$ cat src/rtl/sync_frame_tx_pkg.sv
package sync_frame_tx_pkg;
  localparam int unsigned START_BITS = 1;

  function automatic int unsigned frame_len(input int unsigned data_w);
    return data_w + START_BITS;
  endfunction
endpackage

$ cat src/rtl/sync_frame_tx_seq.sv
module sync_frame_tx_seq
  import sync_frame_tx_pkg::*;
#(
  parameter int unsigned DATA_W = 8,
  localparam int unsigned CNT_W = $clog2(DATA_W + 1)
) (
  input  logic clk_i,
  input  logic rst_ni,
  input  logic valid_i,
  output logic load_o,
  output logic busy_o
);
  localparam int unsigned LOAD_CNT = frame_len(DATA_W) - 1;

  // cnt_q holds the bits remaining after the one on the line; 0 = bit 7 or idle
  logic [CNT_W-1:0] cnt_q;

  assign busy_o = (cnt_q != '0);
  assign load_o = valid_i && !busy_o;

  always_ff @(posedge clk_i or negedge rst_ni) begin
    if (!rst_ni)         cnt_q <= '0;
    else if (load_o)     cnt_q <= CNT_W'(LOAD_CNT);
    else if (cnt_q != 0) cnt_q <= cnt_q - 1'b1;
  end
endmodule

$ cat src/rtl/sync_frame_tx_shift.sv
module sync_frame_tx_shift
  import sync_frame_tx_pkg::*;
#(
  parameter int unsigned DATA_W = 8,
  localparam int unsigned FRM_W = frame_len(DATA_W)
) (
  input  logic              clk_i,
  input  logic              rst_ni,
  input  logic              load_i,
  input  logic [DATA_W-1:0] data_i,
  output logic              ser_o
);
  logic [FRM_W-1:0] frm_q;

  // start bit in bit 0; zeros shifted in keep the line low after the frame
  always_ff @(posedge clk_i or negedge rst_ni) begin
    if (!rst_ni)     frm_q <= '0;
    else if (load_i) frm_q <= {data_i, 1'b1};
    else             frm_q <= {1'b0, frm_q[FRM_W-1:1]};
  end

  assign ser_o = frm_q[0];
endmodule

$ cat src/rtl/sync_frame_tx.sv
module sync_frame_tx #(
  parameter int unsigned DATA_W = 8
) (
  input  logic              clk_i,
  input  logic              rst_ni,
  input  logic [DATA_W-1:0] data_i,
  input  logic              valid_i,
  output logic              busy_o,
  output logic              ser_o
);
  logic load;

  sync_frame_tx_seq #(.DATA_W(DATA_W)) u_seq (
    .clk_i  (clk_i),
    .rst_ni (rst_ni),
    .valid_i(valid_i),
    .load_o (load),
    .busy_o (busy_o)
  );

  sync_frame_tx_shift #(.DATA_W(DATA_W)) u_shift (
    .clk_i (clk_i),
    .rst_ni(rst_ni),
    .load_i(load),
    .data_i(data_i),
    .ser_o (ser_o)
  );
endmodule

$ cat config.mk
export PLATFORM = sky130hd
export DESIGN_NAME = sync_frame_tx
export DESIGN_NICKNAME = d
export VERILOG_FILES = /design/src/rtl/sync_frame_tx_pkg.sv /design/src/rtl/sync_frame_tx_seq.sv /design/src/rtl/sync_frame_tx_shift.sv /design/src/rtl/sync_frame_tx.sv
export SDC_FILE = /design/constraint.sdc
export NUM_CORES = 1
export LEC_CHECK = 0
export BUFFER_PORTS_ARGS = -buffer_cell sky130_fd_sc_hd__buf_2
export CAP_MARGIN = 15
export CORE_MARGIN = 5
export CORE_UTILIZATION = 35
export DETAILED_ROUTE_END_ITERATION = 8
export PLACE_DENSITY_LB_ADDON = 0.1
export SYNTH_ARGS = -nofsm -noshare
export SYNTH_HDL_FRONTEND = slang
export SYNTH_SLANG_ARGS = --single-unit
$ cat constraint.sdc
create_clock -name clk_i -period 2.67 [get_ports clk_i]
set_input_delay 0.267 -clock clk_i [delete_from_list [all_inputs] [get_ports clk_i]]
set_output_delay 0.267 -clock clk_i [all_outputs]
set_load 0.03 [all_outputs]
==> results by group <==
Outcome
  – Status: complete, no violations

Power and ir drop
  – Final Total Pwr: 0.000630 W
  – Logic pwr share: 0.335
  – Internal Power: 0.000435 W
  – Switching Fraction: 0.309
  – IR drop worst, VDD: 0.387 mV
  – Sequential share of power: 0.481
  – Part of the power in the clock network: 0.184
  – Lkg Pwr: 0.344 nW
  – Cell Pwr Density: 921 nW/um^2
  – Sw Pwr: 0.000194 W

Place
  – Placer Congestion: 0.762
  – Port bufs: 12
  – Post-DP HPWL: 707 um

STA
  – Clock period minus worst slack: 1.81 ns
  – Clock skew: 0.000236 ns
  – Final setup violating endpoints: 0
  – Unrepaired setup endpoints after global routing: false
  – Setup_tns: 0 ns
  – Normalized max-slew margin: 0.809
  – Max Clk Rate: 554 MHz
  – Final Max Slew Viols: 0
  – Final hold slack: 0.229 ns
  – Worst-margin pin slew: 0.286 ns
  – Final hold violations: 0
  – Final period util: 0.677

Setup path
  – Worst EP required: 2.40 ns
  – Largest stage delay on the critical path: 0.41 ns
  – Critical path class: reg -> out
  – WP data arrival: 1.54 ns
  – CP delay by family, top: flip-flops
  – CP max-delay cell: dfrtp_1
  – CP endpoint kind: primary output
  – Crit path top cell by count: inv_1
  – Crit path buf inv count: 3
  – Nature of the critical path startpoint: flop
  – Critical Path Fanout Max: 6
  – CP Cell Sequence: inv_1, ha_1, nor3b_4, inv_1, buf_2

Finish
  – Ant diodes: 0
  – # nets final: 70
  – Final core utilization: 0.443
  – Fill count: 149
  – P&R area growth vs syn: 16.4%
  – Layout cells sized above 1: 0.456
  – Storage element area: 325 sq um
  – Multi-input combinational cell area: 226 sq um

CTS
  – CTS tree: built
  – Total setup buffers inserted after CTS: 0
  – Root buf cell: clkbuf_4
  – Worst skew pair latency: 0.27 ns
  – Clk sinks: 13
  – Total CTS buffers: 3
  – H-tree levels: 1
  – Clock-pin slew on the worst setup and hold paths: 0.07 ns
  – Clk buf depth: 2

Min path
  – Hold Path Class: in -> reg

Floorplanning
  – Initial Utilization: 0.381
  – Die height: 50.9 um
  – # IOs: 13
  – DIE AREA: 2600 sq um
  – Cell Rows: 14
  – DIE WIDTH: 50.9 um
  – Core ar.: 1540 sq um

Logic synthesis
  – Syn Inst Count: 41
  – Largest family of logic cells by synthesized area: multiplexers
  – Post-synth top area share: 0.554
  – Synth top area cells: dfrtp_1 55%, mux2_4 18%, buf_12 3.4%
  – Synth warn: 0
  – Mux share of post-synthesis cell area: 0.179
  – Post-Syn Area: 587 sq um
  – Fraction of registers with async set/reset: 1.00
  – Synth Flop Type: dfrtp_1
  – Mean Syn Cell Area: 14.3 sq um
  – Simple-gate area share of the yosys netlist: 0.113
  – Syn_nets: 53
  – Post-synthesis xor/xnor area fraction: 0
  – Flops & latches, synth: 13
  – Count of cell types in the netlist: 17
  – Sequential share of the synthesized area: 0.554
  – Synth Area in Adders: 0.0213
  – Post-synth EDFFs: 0
  – Synth Area in Compound Gates: 0.0725
  – Biggest area consumer among synthesized cells: dfrtp_1

Drt
  – Iter 0 DRT Violations: 2
  – Drc violations: 0
  – Vias per cell: 4.75
  – TritonRoute pass-1 iters: 3
  – WL/cell: 12.9 um
  – DR vias: 347
  – WL final: 944 um
  – ANT nets after route: 0

Global route
  – Initial antenna violation count: 0
  – Gr ovfl total: 0
  – First-pass GRT wire length: 1580 um
  – Tot GR Track Use: 0.0847
  – Vias in the first global route: 387
  – Largest net degree at the start of global routing: 14

Job
  – Maxcap violations: 0
## registers in the layout, summed over array words and instances (netlist names)
name / flops
u_seq.cnt_q: 4
u_shift.frm_q: 9
## synth_stat cells (2+ instances only)
| cell | count |
|---|---|
| o21ai_0 | 3 |
| dfrtp_1 | 13 |
| a31oi_1 | 2 |
| inv_1 | 4 |
| mux2_4 | 7 |
## per-stage QoR
step,setup WS [ns],instance area [sq um],instances
after floorplan,1.08,587,41
after global placement,1.05,647,68
after detailed placement,0.973,647,68
after CTS,0.849,683,73
after global routing,0.731,683,73
final,0.863,683,73
## logic make-up (layout without fill, tap and decap cells)
logic type,count (synthesis),count (layout)
flops,13,13
simple gates,8,8
compound gates,7,7
mux,7,7
buf+inv,5,21
fa+ha+maj,1,1
## placed cells by master, fill, tap and decap left out
cell type      instances
ha_1                   1
buf_2                 12
or2b_1                 1
clkbuf_1               1
a31oi_1                2
or2_2                  1
nor2b_1                1
nand2_1                1
dfrtp_1               13
dlygate4sd3_1          1
o21bai_1               1
and3_2                 1
a21boi_0               1
inv_1                  4
clkbuf_4               3
o21ai_0                3
and2_4                 1
mux2_4                 7
nand3b_1               1
nor3b_4                1
## final cells by class
type | instances | share of cell area
sequential | 13 | 0.476
multi-input combinational | 23 | 0.332
timing repair buffer | 13 | 0.103
clock buffer | 4 | 0.0385
tap | 16 | 0.0293
inverter | 4 | 0.0220
## worst register-to-register path, stage by stage, from the launching register on
cell and delay [ns]:
dfrtp_1 0.41, inv_1 0.08, ha_1 0.22, nor3b_4 0.29, and2_4 0.28, mux2_4 0.32
## final timing paths
| check | start | endpoint | slack (ns) | cells after the start |
|---|---|---|---|---|
| max reg2reg | u_seq.cnt_q[0] | u_shift.frm_q[6] | 0.96 | 5 |
| min in group asynchronous | rst_ni | u_shift.frm_q[3] | 0.40 | 2 |
| min reg2reg | u_shift.frm_q[1] | u_shift.frm_q[0] | 0.46 | 1 |
| max in group asynchronous | rst_ni | u_seq.cnt_q[1] | 2.05 | 2 |
| min | data_i[0] | u_shift.frm_q[1] | 0.23 | 2 |
| max | u_seq.cnt_q[0] | busy_o | 0.86 | 5 |
## repair_timing
item | in CTS | in global routing
hold buffers | 1 | 0
hold endpoints to repair | 13 | 0
gates resized for setup | 0 | 0
## power groups by stage
stage / Clock [W] / Combinational, W / Sequential (W)
final: 0.000116 / 0.000211 / 0.000303
after detailed placement: 0 / 0.000214 / 0.000306
after floorplan: 0 / 0.000170 / 0.000304
after global placement: 0 / 0.000202 / 0.000303
after global routing: 0.000133 / 0.000238 / 0.000307
after CTS: 0.000124 / 0.000215 / 0.000303
## layer usage
metal | up-vias | part of all wire | GRT usage
met4 | 0 | 0 | 0.0255
li1 | 169 | - | -
met2 | 12 | 0.47 | 0.128
met5 | - | 0 | 0
met3 | 0 | 0.085 | 0.0610
met1 | 166 | 0.45 | 0.0940
No activity file was read; power rests on OpenSTA's default activity.
